File: config.mk
export PLATFORM = sky130hd
export DESIGN_NAME = sampling_net_iface
export DESIGN_NICKNAME = d
export VERILOG_FILES = /design/src/rtl/sni_pkg.sv /design/src/rtl/ni_tx_path.sv /design/src/rtl/ni_rx_store.sv /design/src/rtl/sampling_net_iface.sv
export SDC_FILE = /design/constraint.sdc
export NUM_CORES = 1
export LEC_CHECK = 0
export CAP_MARGIN = 0
export CORE_UTILIZATION = 40
export CTS_CLUSTER_SIZE = 8
export DETAILED_ROUTE_END_ITERATION = 12
export DONT_BUFFER_PORTS = 1
export PLACE_DENSITY = 0.57
export SLEW_MARGIN = 20
export SYNTH_ARGS = -nofsm -noshare
export SYNTH_HDL_FRONTEND = slang
export SYNTH_HIERARCHICAL = 1
export SYNTH_SLANG_ARGS = --single-unit
File: constraint.sdc
create_clock -name clk -period 1.3 [get_ports clk]
set_input_delay 0.195 -clock clk [delete_from_list [all_inputs] [get_ports clk]]
set_output_delay 0.195 -clock clk [all_outputs]
set_load 0.05 [all_outputs]
File: src/rtl/sni_pkg.sv
`timescale 1ns/1ps
package sni_pkg;
    localparam int ADDR_TX_DEST = 0;
    localparam int ADDR_TX_DATA = 1;
    localparam int ADDR_STATUS  = 2;
    localparam int ADDR_RX_BASE = 4;

    localparam int STAT_OVR   = 0;
    localparam int STAT_BUSY  = 1;
    localparam int STAT_FRESH = 2;

    typedef enum logic [1:0] {
        TX_IDLE = 2'd0,
        TX_HOLD = 2'd1,
        TX_SEND = 2'd2
    } tx_state_e;
endpackage

File: src/rtl/ni_tx_path.sv
`timescale 1ns/1ps
module ni_tx_path
    import sni_pkg::*;
#(
    parameter int DW = 32,
    parameter int CW = 2,
    parameter int NW = 2,
    parameter int RW = 2,
    localparam int HW = RW + NW + CW,
    localparam int FW = HW + DW
) (
    input  logic          clk,
    input  logic          rst_n,
    input  logic          dest_we,
    input  logic [HW-1:0] dest_wdata,
    input  logic          data_we,
    input  logic [DW-1:0] data_wdata,
    input  logic          ovr_clr,
    input  logic          tx_ready,
    output logic          tx_valid,
    output logic [FW-1:0] tx_flit,
    output logic          busy,
    output logic          overrun
);
    typedef struct packed {
        tx_state_e     st;
        logic [HW-1:0] dest;
        logic [FW-1:0] flit;
        logic          ovr;
    } tx_t;

    tx_t s_d, s_q;

    always_comb begin
        s_d = s_q;
        if (dest_we) begin
            s_d.dest = dest_wdata;
        end
        case (s_q.st)
            TX_IDLE: begin
                if (data_we) begin
                    s_d.flit = {s_q.dest, data_wdata};
                    s_d.st   = TX_HOLD;
                end
            end
            TX_HOLD: s_d.st = TX_SEND;
            TX_SEND: begin
                if (tx_ready) begin
                    s_d.st = TX_IDLE;
                end
            end
            default: s_d.st = TX_IDLE;
        endcase
        if (ovr_clr) begin
            s_d.ovr = 1'b0;
        end
        if (data_we && (s_q.st != TX_IDLE)) begin
            s_d.ovr = 1'b1;
        end
    end

    always_ff @(posedge clk or negedge rst_n) begin
        if (!rst_n) begin
            s_q <= '{st: TX_IDLE, dest: '0, flit: '0, ovr: 1'b0};
        end else begin
            s_q <= s_d;
        end
    end

    assign tx_valid = (s_q.st == TX_SEND);
    assign tx_flit  = s_q.flit;
    assign busy     = (s_q.st != TX_IDLE);
    assign overrun  = s_q.ovr;

    assert_forward_after_hold_R2: assert property (@(posedge clk) disable iff (!rst_n)
        $past(data_we && !busy, 2) |-> tx_valid);
    assert_no_early_send_R2: assert property (@(posedge clk) disable iff (!rst_n)
        (data_we && !busy) |=> !tx_valid);
    assert_flit_frozen_R3: assert property (@(posedge clk) disable iff (!rst_n)
        (tx_valid && !tx_ready) |=> (tx_valid && $stable(tx_flit)));
    assert_drop_after_accept_R3: assert property (@(posedge clk) disable iff (!rst_n)
        (tx_valid && tx_ready) |=> !tx_valid);
    assert_overrun_set_R4: assert property (@(posedge clk) disable iff (!rst_n)
        (data_we && busy) |=> (overrun && $stable(tx_flit)));
    assert_overrun_cleared_R4: assert property (@(posedge clk) disable iff (!rst_n)
        (ovr_clr && !(data_we && busy)) |=> !overrun);
endmodule

File: src/rtl/ni_rx_store.sv
`timescale 1ns/1ps
module ni_rx_store #(
    parameter int NCH = 4,
    parameter int DW  = 32,
    localparam int CW = $clog2(NCH)
) (
    input  logic              clk,
    input  logic              rst_n,
    input  logic              rx_valid,
    input  logic [CW-1:0]     rx_ch,
    input  logic [DW-1:0]     rx_payload,
    input  logic [NCH-1:0]    rd_clr,
    output logic [NCH*DW-1:0] buf_flat,
    output logic [NCH-1:0]    fresh
);
    typedef struct packed {
        logic [NCH-1:0][DW-1:0] data;
        logic [NCH-1:0]         fresh;
    } rx_t;

    rx_t s_d, s_q;

    always_comb begin
        s_d = s_q;
        for (int c = 0; c < NCH; c++) begin
            if (rd_clr[c]) begin
                s_d.fresh[c] = 1'b0;
            end
            if (rx_valid && (rx_ch == CW'(c))) begin
                s_d.data[c]  = rx_payload;
                s_d.fresh[c] = 1'b1;
            end
        end
    end

    always_ff @(posedge clk or negedge rst_n) begin
        if (!rst_n) begin
            s_q <= '0;
        end else begin
            s_q <= s_d;
        end
    end

    assign fresh = s_q.fresh;

    for (genvar c = 0; c < NCH; c++) begin : g_chan
        assign buf_flat[c*DW +: DW] = s_q.data[c];

        assert_capture_R6: assert property (@(posedge clk) disable iff (!rst_n)
            (rx_valid && rx_ch == CW'(c)) |=> (buf_flat[c*DW +: DW] == $past(rx_payload) && fresh[c]));
        assert_isolated_R6: assert property (@(posedge clk) disable iff (!rst_n)
            !(rx_valid && rx_ch == CW'(c)) |=> $stable(buf_flat[c*DW +: DW]));
        assert_fresh_clear_R9: assert property (@(posedge clk) disable iff (!rst_n)
            (rd_clr[c] && !(rx_valid && rx_ch == CW'(c))) |=> !fresh[c]);
    end
endmodule

File: src/rtl/sampling_net_iface.sv
`timescale 1ns/1ps
module sampling_net_iface
    import sni_pkg::*;
#(
    parameter int NCH    = 4,
    parameter int DW     = 32,
    parameter int NW     = 2,
    parameter int RW     = 2,
    parameter int ADDR_W = 4,
    localparam int CW    = $clog2(NCH),
    localparam int HW    = RW + NW + CW,
    localparam int FW    = HW + DW
) (
    input  logic              clk,
    input  logic              rst_n,
    input  logic              host_we,
    input  logic              host_re,
    input  logic [ADDR_W-1:0] host_addr,
    input  logic [DW-1:0]     host_wdata,
    output logic [DW-1:0]     host_rdata,
    output logic              tx_valid,
    input  logic              tx_ready,
    output logic [FW-1:0]     tx_flit,
    input  logic              rx_valid,
    input  logic [CW+DW-1:0]  rx_flit
);
    typedef struct packed {
        logic [DW-1:0] rdata;
    } rd_t;

    rd_t rd_d, rd_q;

    logic              dest_we, data_we, stat_re;
    logic              busy, overrun;
    logic [NCH-1:0]    rd_clr, fresh;
    logic [NCH*DW-1:0] buf_flat;
    logic [DW-1:0]     status_w;

    assign dest_we = host_we && (host_addr == ADDR_W'(ADDR_TX_DEST));
    assign data_we = host_we && (host_addr == ADDR_W'(ADDR_TX_DATA));
    assign stat_re = host_re && (host_addr == ADDR_W'(ADDR_STATUS));

    for (genvar c = 0; c < NCH; c++) begin : g_clr
        assign rd_clr[c] = host_re && (host_addr == ADDR_W'(ADDR_RX_BASE + c));
    end

    ni_tx_path #(.DW(DW), .CW(CW), .NW(NW), .RW(RW)) u_tx (
        .clk        (clk),
        .rst_n      (rst_n),
        .dest_we    (dest_we),
        .dest_wdata (host_wdata[HW-1:0]),
        .data_we    (data_we),
        .data_wdata (host_wdata),
        .ovr_clr    (stat_re),
        .tx_ready   (tx_ready),
        .tx_valid   (tx_valid),
        .tx_flit    (tx_flit),
        .busy       (busy),
        .overrun    (overrun)
    );

    ni_rx_store #(.NCH(NCH), .DW(DW)) u_rx (
        .clk        (clk),
        .rst_n      (rst_n),
        .rx_valid   (rx_valid),
        .rx_ch      (rx_flit[CW+DW-1:DW]),
        .rx_payload (rx_flit[DW-1:0]),
        .rd_clr     (rd_clr),
        .buf_flat   (buf_flat),
        .fresh      (fresh)
    );

    always_comb begin
        status_w                     = '0;
        status_w[STAT_OVR]           = overrun;
        status_w[STAT_BUSY]          = busy;
        status_w[STAT_FRESH +: NCH]  = fresh;
    end

    always_comb begin
        rd_d = rd_q;
        if (host_re) begin
            rd_d.rdata = '0;
            if (stat_re) begin
                rd_d.rdata = status_w;
            end
            for (int c = 0; c < NCH; c++) begin
                if (rd_clr[c]) begin
                    rd_d.rdata = buf_flat[c*DW +: DW];
                end
            end
        end
    end

    always_ff @(posedge clk or negedge rst_n) begin
        if (!rst_n) begin
            rd_q <= '0;
        end else begin
            rd_q <= rd_d;
        end
    end

    assign host_rdata = rd_q.rdata;

    assert_rdata_hold_R10: assert property (@(posedge clk) disable iff (!rst_n)
        !host_re |=> $stable(host_rdata));

    for (genvar c = 0; c < NCH; c++) begin : g_rd_chk
        assert_read_sample_R8: assert property (@(posedge clk) disable iff (!rst_n)
            rd_clr[c] |=> (host_rdata == $past(buf_flat[c*DW +: DW])));
    end
endmodule

# ---- Word-level counts from Yosys, hierarchy flattened
# Index checks and enable logic that the tools add are counted.
dict set report op_classes {
  eq_ne 13
  mux 18
  n_reduce_logical 23
}
# cell n
set ops {}
lappend ops {{2-to-1 mux 32 bit} 4}
lappend ops {{== test 4 x 3 -> 1 bit (second input constant)} 4}
lappend ops {{logical AND 1 bit} 12}
lappend ops {{nonzero test 2 bit} 6}
lappend ops {{2-to-1 mux 1 bit} 10}
lappend ops {{== test 2 bit (second input constant)} 3}
lappend ops {{2-to-1 mux 6 bit} 1}
lappend ops {{case mux 2 bit (3 select lines)} 1}
lappend ops {{== test 2 x 1 -> 1 bit (second input constant)} 2}
lappend ops {{== test 4 x 1 -> 1 bit (second input constant)} 1}
lappend ops {{== test 4 x 2 -> 1 bit (second input constant)} 1}
lappend ops {{zero test 2 bit} 2}
lappend ops {{zero test 4 bit} 1}
lappend ops {{2-to-1 mux 2 bit} 2}
lappend ops {{inequality test 2 x 1 -> 1 bit (second input constant)} 2}
lappend ops {{AND reduction 2 bit} 2}
dict set report totals {
  ff_bits 211
  in_bits 76
  wordCells 67
}

# ---- Longest topological paths before layout
# Gate-level depths: netlist (run 1).
dict set report depth {
  ltp_word 7
  ltp_mapped 9
  depth_no_buf 5
}

# ---- By module
# Netlist (run 1), hierarchy kept.
# module instances cells_each area_each_um2 seq_area_each_um2
set by_module_without_submodules {}
lappend by_module_without_submodules {ni_rx_store 1 284 4949.7 3303.2}
lappend by_module_without_submodules {sampling_net_iface 1 275 2270.9 800.8}
lappend by_module_without_submodules {ni_tx_path 1 141 2043.2 1176.1}

# ---- Least setup slack after synthesis (run 1)
# OpenSTA, ideal clock, no wires.
dict set report synth_path {
  kind {in2reg}
  from {in host_addr[2]}
  to {reg u_tx.s_q (netlist bit u_tx/tx_flit[23])}
  setup_time_ns 0.127
  arrival_time_ns 1.586
  path_slack_ns -0.414
  path_stages 9
  path_buffers 4
  path_cell_list {buf_2 > buf_2 > nor2_1 > nand2_1 > nor2_1 > nor3b_2 > buf_4 > buf_6 > mux2_1}
}
dict set report synth_via {
  elab_chain_cells 3
}
# item line
set synth_lines {}
lappend synth_lines {{from (decl)} sampling_net_iface.sv:18} ;# input logic [ADDR_W-1:0] host_addr,
lappend synth_lines {{== test 4 x 1 -> 1 bit} sampling_net_iface.sv:40} ;# assign data_we = host_we && (host_addr == ADDR_W'(ADDR_TX_DATA));
lappend synth_lines {{logical AND 1 bit} sampling_net_iface.sv:40}
lappend synth_lines {{via data_we} sampling_net_iface.sv:33} ;# logic dest_we, data_we, stat_re;
lappend synth_lines {{AND reduction 2 bit (no source line)} n/a}
lappend synth_lines {{to (signal assigned)} ni_tx_path.sv:64} ;# s_q <= '{st: TX_IDLE, dest: '0, flit: '0, ovr: 1'b0};
lappend synth_lines {{to (decl)} ni_tx_path.sv:32} ;# tx_t s_d, s_q;
# The timed path passes the listed nets, and every way through them passes these cells.
# A chain may end at the register's enable or synchronous reset.

# ---- Worst setup path after layout (run 1)
dict set report layout_path {
  from {reg u_tx/s_q[46] in the netlist's numbering}
  to {reg u_tx.s_q (netlist bit u_tx/tx_flit[11])}
}
dict set report layout_via {
  elab_chain_cells 2
}
# item line
set layout_lines {}
lappend layout_lines {{zero test 2 bit} ni_tx_path.sv:39} ;# case (s_q.st)
lappend layout_lines {{AND reduction 2 bit (no source line)} n/a}
# No other way between the ends.

==> summary.txt, run 1 <==
Outcome
  – Status: finished with violations
  – Violated checks: negative hold slack, negative setup slack

GRT
  – Largest net degree at the start of global routing: 212
  – Global-route congestion overflow total: 0
  – Antenna violations before repair: 1
  – Vias in the first global route: 6837
  – Total GRT Usage: 0.196
  – First-pass GRT wire length: 36.6 mm

Detailed routing
  – Routed met3 length: 1.50 mm
  – DR vias/cell: 5.47
  – Drt first pass iters: 4
  – Top Metal Used: met5
  – WL met1: 9.97 mm
  – Initial DRC count: 265
  – Final wirelength: 23.3 mm
  – DRC Markers: 0
  – Total number of vias: 6174
  – Met2 routed WL: 11.3 mm
  – Post-route ant nets: 0
  – WL/cell: 20.6 um

Synth
  – Main synth FF type: dfrtp_1
  – EDFF count, synth: 0
  – Post-Syn Area per Cell: 13.2 um^2
  – Post-synth ARST share: 1.00
  – Post-synth cell types: 38
  – Largest family of logic cells by synthesized area: multiplexers
  – Synthesized area: 9260 um^2
  – Gate Count Post-Synth: 700
  – Post-synthesis mux area share: 0.210
  – Ys Warns: 6
  – Mapped Nets: 776
  – Post-synthesis compound-gate area fraction: 0.103
  – Post-Synth XOR/XNOR Area: 0
  – Adder-Cell Fraction of Synth Area: 0
  – Register area share after synthesis: 0.570
  – Post-Synth Simple-Gate Area: 0.0462
  – FF+latch count, synth: 211

Worst setup path
  – Element type at the critical path end: flop
  – Worst reg2reg path startpoint: u_tx/s_q[46]$_DFFE_PN0P_
  – Setup crit start: u_tx/s_q[46]$_DFFE_PN0P_
  – Cells along the critical path: buf_6, nor3b_4, buf_6, clkbuf_16, mux2_4
  – Reg2Reg Depth: 5
  – Crit path arrival time: 1960 ps
  – Crit Path Class: flop to flop
  – CP Max Fanout: 5
  – Crit path capture: u_tx/tx_flit[11]$_DFFE_PN0P_
  – Startpoint Class: flop
  – R2r setup slk: -240 ps
  – Slowest cell on crit path: dfrtp_1
  – Cell count along the critical path: 5
  – CP Buf/Inv Count: 3
  – Top delay family on crit path: buffers and inverters
  – CP dominant cell by count: buf_6
  – Worst r2r dst: u_tx/tx_flit[11]$_DFFE_PN0P_
  – Peak per-stage delay on the critical path: 400 ps
  – Data required, critical path: 1720 ps

Power
  – Leak: 0.00533 uW
  – Peak VDD IR: 1.10 mV
  – Power Total: 19800 uW
  – Cell Pwr Density: 1620 nW/um^2

STA
  – F_max: 649 MHz
  – Final hold vios: 211
  – Minimum clock period: 1540 ps
  – Setup ws final: -241 ps
  – RSZ-0062 raised after global routing: yes
  – Sum Neg Setup Slack: -7810 ps
  – Final clock skew: 23.6 ps
  – Tcrit/Tclk final: 1.19
  – Final hold slack: -624 ps
  – Fin. max-slew vios: 0
  – Worst Max-Slew Pin Slew: 797 ps
  – Slew margin rel.: 0.468
  – Setup violators final: 42

Cells and area
  – Area delta synth->final: 31.5%
  – Commonest non-fill, non-tap cell in the layout: dfrtp_1
  – FF/Latch Area: 5280 um^2
  – Most frequent cells in the layout: dfrtp_1 (211), mux2_2 (127), buf_6 (76)
  – Fin nets: 919
  – Layout Utilization: 0.536
  – Footprint of the multi-input gates: 3520 um^2
  – Fillers: 1841
  – Share of cells above drive strength 1: 0.405
  – Antenna Cells: 0

Clock tree
  – CTS H-tree lvls: 1
  – Num CTS Buffers: 30
  – CTS max path bufs: 3
  – Worst-Skew Late Latency: 530 ps
  – # clock sinks: 211
  – Hold-fix buffers, CTS: 70
  – CTS tree: done
  – Root buffer cell: clkbuf_16
  – Clock slew at reported path FFs: 50 ps

Die
  – Die width: 154 um
  – I/O pin count: 147
  – Core Region: 22700 um^2
  – Site Rows: 55
  – Die area: 23800 um^2
  – Starting density of the core: 0.408
  – Die Height: 154 um

Placed design
  – Buffers on Ports: 0
  – DP HPWL: 13.0 mm
  – RePlAce Congestion: 0.752

Worst hold path
  – HP Class: input port to async pin

Flow run
  – Max-cap viol count: 0
how the worst min path moves through the flow:
stage	from	end	slack, ps	cells past startpoint
CTS	rst_n	u_rx/buf_flat[31]$_DFFE_PN0P_	-650	0
detailed placement	rst_n	u_rx/buf_flat[103]$_DFFE_PN0P_	-90	0
global placement	rst_n	host_rdata[8]$_DFFE_PN0P_	-90	0
floorplan	rst_n	host_rdata[0]$_DFFE_PN0P_	-100	0
finish	rst_n	u_rx/buf_flat[103]$_DFFE_PN0P_	-620	0
global route	rst_n	u_rx/buf_flat[104]$_DFFE_PN0P_	-640	0
per-stage QoR:
stage	area, um^2	cells	setup slack (ps)
final	12200	1128	-241
after global routing	12200	1128	-270
after CTS	11900	1114	-225
after detailed placement	9930	997	-226
after global placement	9930	997	-209
after floorplan	9360	700	-336
layout make-up:
cell class / count / area share
Timing Repair Buffer: 196 / 0.178
Sequential cell: 211 / 0.434
Tap cell: 285 / 0.0293
Multi-Input combinational cell: 385 / 0.289
Clock buffer: 31 / 0.0637
Clock inverter: 1 / 0.000616
Inverter: 19 / 0.00586
repair_timing:
item                       in CTS  in global routing
gates cloned                    3                  3
setup endpoints to repair     103                 90
resized for setup              88                 26
setup buffers                  12                 11
pin swaps                       1                  0
hold endpoints to repair      410                211
synthesized netlist by cell type (2+ instances only):
cell / instances / area, um^2
o21a_1: 7 / 52.6
o22ai_1: 26 / 163
a2bb2oi_1: 12 / 105
dfrtp_1: 211 / 5280
buf_2: 12 / 60.1
a31oi_1: 13 / 81.3
inv_1: 19 / 71.3
clkbuf_1: 16 / 60.1
buf_6: 12 / 135
nand2_1: 2 / 7.51
nand2b_1: 12 / 75.1
o221ai_1: 16 / 140
mux2_1: 13 / 146
nor2_1: 16 / 60.1
a22o_1: 7 / 61.3
buf_1: 2 / 7.51
buf_4: 43 / 323
nand3_1: 7 / 35.0
nor2b_1: 14 / 87.6
nand3b_2: 2 / 22.5
nor3b_4: 2 / 37.5
a21oi_1: 12 / 60.1
and3b_1: 2 / 17.5
o21ai_0: 44 / 220
mux2_2: 159 / 1790
a221oi_1: 7 / 61.3
state kept, by name, indices dropped and copies added (netlist names):
name / flops
u_rx/buf_flat: 128
host_rdata: 32
u_tx/tx_flit: 38
u_tx/s_q: 8
u_tx/overrun: 1
u_rx/fresh: 4
kinds of logic (layout without fill, tap and decap cells):
group                  after synthesis  after routing
flip-flops                         211            211
AO/OA/AOI/OAI                      145            145
buffers and inverters              104            247
multiplexers                       173            173
AND/OR/NAND/NOR                     67             67
per-layer routing:
metal,up-vias,GRT usage
met5,-,0
met4,2,0.0529
met3,41,0.0518
met2,195,0.331
met1,3164,0.248
li1,2772,-
power breakdown:
| part | leakage [uW] | switching [uW] | internal (uW) | total [uW] |
|---|---|---|---|---|
| Sequential | 0.00255 | 726 | 7790 | 8520 |
| Combinational | 0.00240 | 2320 | 2270 | 4590 |
| Clock | 0.000382 | 2540 | 4120 | 6660 |
No activity file was read; power rests on OpenSTA's default activity.
==> run 2: changes to the inputs <==
PLACE_DENSITY = 0.64   (was 0.57)
==> run 2 against run 1 <==
  * The flow still finishes with violations (negative hold slack, negative setup slack)
  * Via count rose by 0.11%
  * Cell area fell by 0.44%
  * Utilization fell by 0.24 points
  * Non-clock buffer count fell by 4
  * Worst hold slack got worse by 11 ps
  * Sequential power barely moved
  * Register-to-register slack barely moved
  * Routed wire length rose by 0.94%
  * Clock skew fell by 14 ps
  * Critical path type is now flop to primary output
  * Largest cell class unchanged
  * Highest routed layer unchanged
==> summary.txt, run 2 (same netlist as run 1, synthesis figures left out) <==
Clock tree
  – Num CTS Buffers: 30
  – # clock sinks: 211
  – CTS max path bufs: 3
  – Root buffer cell: clkbuf_16
  – CTS H-tree lvls: 1
  – Hold-fix buffers, CTS: 70
  – Clock slew at reported path FFs: 50 ps
  – Worst-Skew Late Latency: 530 ps
  – CTS tree: done

Cells and area
  – Fin nets: 915
  – Finished Cell Area: 12100 um^2
  – Most frequent cells in the layout: dfrtp_1 (211), mux2_2 (141), buf_6 (74)
  – Share of cells above drive strength 1: 0.403
  – Antenna Cells: 0
  – Largest register FFs: 128
  – Area delta synth->final: 30.9%
  – Commonest non-fill, non-tap cell in the layout: dfrtp_1

GRT
  – First-pass GRT wire length: 37.7 mm
  – Antenna violations before repair: 1
  – Global-route congestion overflow total: 0
  – Vias in the first global route: 6823
  – Total GRT Usage: 0.203
  – Largest net degree at the start of global routing: 212

Worst setup path
  – CP Max Fanout: 3
  – Data required, critical path: 1110 ps
  – Startpoint Class: flop
  – Cells along the critical path: buf_4, nor2b_4, buf_8
  – Peak per-stage delay on the critical path: 390 ps
  – Crit Path Class: flop to primary output
  – Slowest cell on crit path: dfrtp_1
  – Crit path arrival time: 1360 ps
  – Element type at the critical path end: primary output

Detailed routing
  – Final wirelength: 23.5 mm
  – DR vias/cell: 5.50
  – Post-route ant nets: 0
  – Initial DRC count: 240
  – Total number of vias: 6181
  – DRC Markers: 0
  – WL/cell: 20.9 um
  – Drt first pass iters: 4

STA
  – Fin. max-slew vios: 0
  – RSZ-0062 raised after global routing: yes
  – Setup violators final: 48
  – Slew margin rel.: 0.501
  – Worst Max-Slew Pin Slew: 746 ps
  – Final clock skew: 9.23 ps
  – Setup ws final: -251 ps
  – Final hold slack: -635 ps
  – F_max: 645 MHz
  – Minimum clock period: 1550 ps
  – Tcrit/Tclk final: 1.19
  – Final hold vios: 211
  – Sum Neg Setup Slack: -7350 ps

Placed design
  – Buffers on Ports: 0
  – DP HPWL: 13.2 mm
  – Dpl cell area: 9940 um^2
  – RePlAce Congestion: 0.756

Power
  – Power Total: 19800 uW
  – Leak: 0.00528 uW
  – Peak VDD IR: 1.35 mV
  – Cell Pwr Density: 1640 nW/um^2

Die
  – Die width: 154 um
  – Site Rows: 55
  – Die area: 23800 um^2
  – Die Height: 154 um
  – Starting density of the core: 0.408
  – I/O pin count: 147
  – Core Region: 22700 um^2

Outcome
  – Status: finished with violations
  – Violated checks: negative hold slack, negative setup slack

Flow run
  – Max-cap viol count: 0

Worst hold path
  – HP Class: input port to async pin
==> run 2: changes by cell type in the layout (fill, tap and decap cells not counted), moves of 2 or more <==
cell    delta
mux2_2    +14
mux2_4    -14
buf_6      -2
buf_4      -5
buf_12     +6
==> run 2: layout make-up <==
type	count	area (um^2)
Clock buffer	31	776
Clock inverter	1	7.51
Fill cell	1851	10600
Inverter	19	71.3
Multi-Input combinational cell	385	3470
Sequential cell	211	5280
Tap cell	285	357
Timing Repair Buffer	192	2160
==> run 2: worst max-delay path: cells and delay by family, from the launching register on <==
family,cells,cell delay (ps)
buffers and inverters,2,310
DFF,1,390
and+or+nand+nor,1,120
==> run 2: final timing paths <==
path,start,endpoint,slack (ps),cells after the start
worst max-delay path,u_tx/s_q[45]$_DFFE_PN0P_,tx_valid,-250,3
worst min-delay path,rst_n,u_rx/buf_flat[75]$_DFFE_PN0P_,-630,0
worst max register to register,u_tx/s_q[45]$_DFFE_PN0P_,u_tx/tx_flit[26]$_DFFE_PN0P_,-240,6
worst min register to register,u_rx/fresh[0]$_DFFE_PN0P_,u_rx/fresh[0]$_DFFE_PN0P_,490,1
max in group asynchronous,rst_n,u_rx/buf_flat[43]$_DFFE_PN0P_,1550,0
min in group clk,host_addr[0],host_rdata[27]$_DFFE_PN0P_,20,2
==> run 2: repair_timing <==
action | in CTS | in global routing
resized for setup | 95 | 4
endpoints found under the hold margin | 411 | 211
gates cloned | 4 | 1
setup buffers | 11 | 15
endpoints found under the setup margin | 108 | 94
pin swaps | 0 | 3
==> run 2: routing by layer <==
| metal | vias to the layer above | track usage | part of all wire |
|---|---|---|---|
| li1 | 2768 | - | - |
| met1 | 3144 | 0.251 | 0.41 |
| met2 | 218 | 0.355 | 0.50 |
| met3 | 49 | 0.0476 | 0.066 |
| met4 | 2 | 0.0529 | 0.024 |
| met5 | - | 0 | 0.00072 |
==> run 2: metrics by stage <==
| step | util | worst slack, ps | hold slack, ps | std cells |
|---|---|---|---|---|
| detailed placement | 0.438 | -291 | -92.7 | 993 |
| global placement | 0.438 | -258 | -93.8 | 993 |
| CTS | 0.529 | -257 | -660 | 1110 |
| floorplan | - | -336 | -101 | 700 |
| finish | 0.534 | -251 | -635 | 1124 |
| global route | 0.534 | -308 | -654 | 1124 |
==> run 2: report_power, final <==
group	switching, uW	total [uW]	internal (uW)
Clock	2590	6710	4120
Sequential	744	8530	7790
Combinational	2350	4580	2230
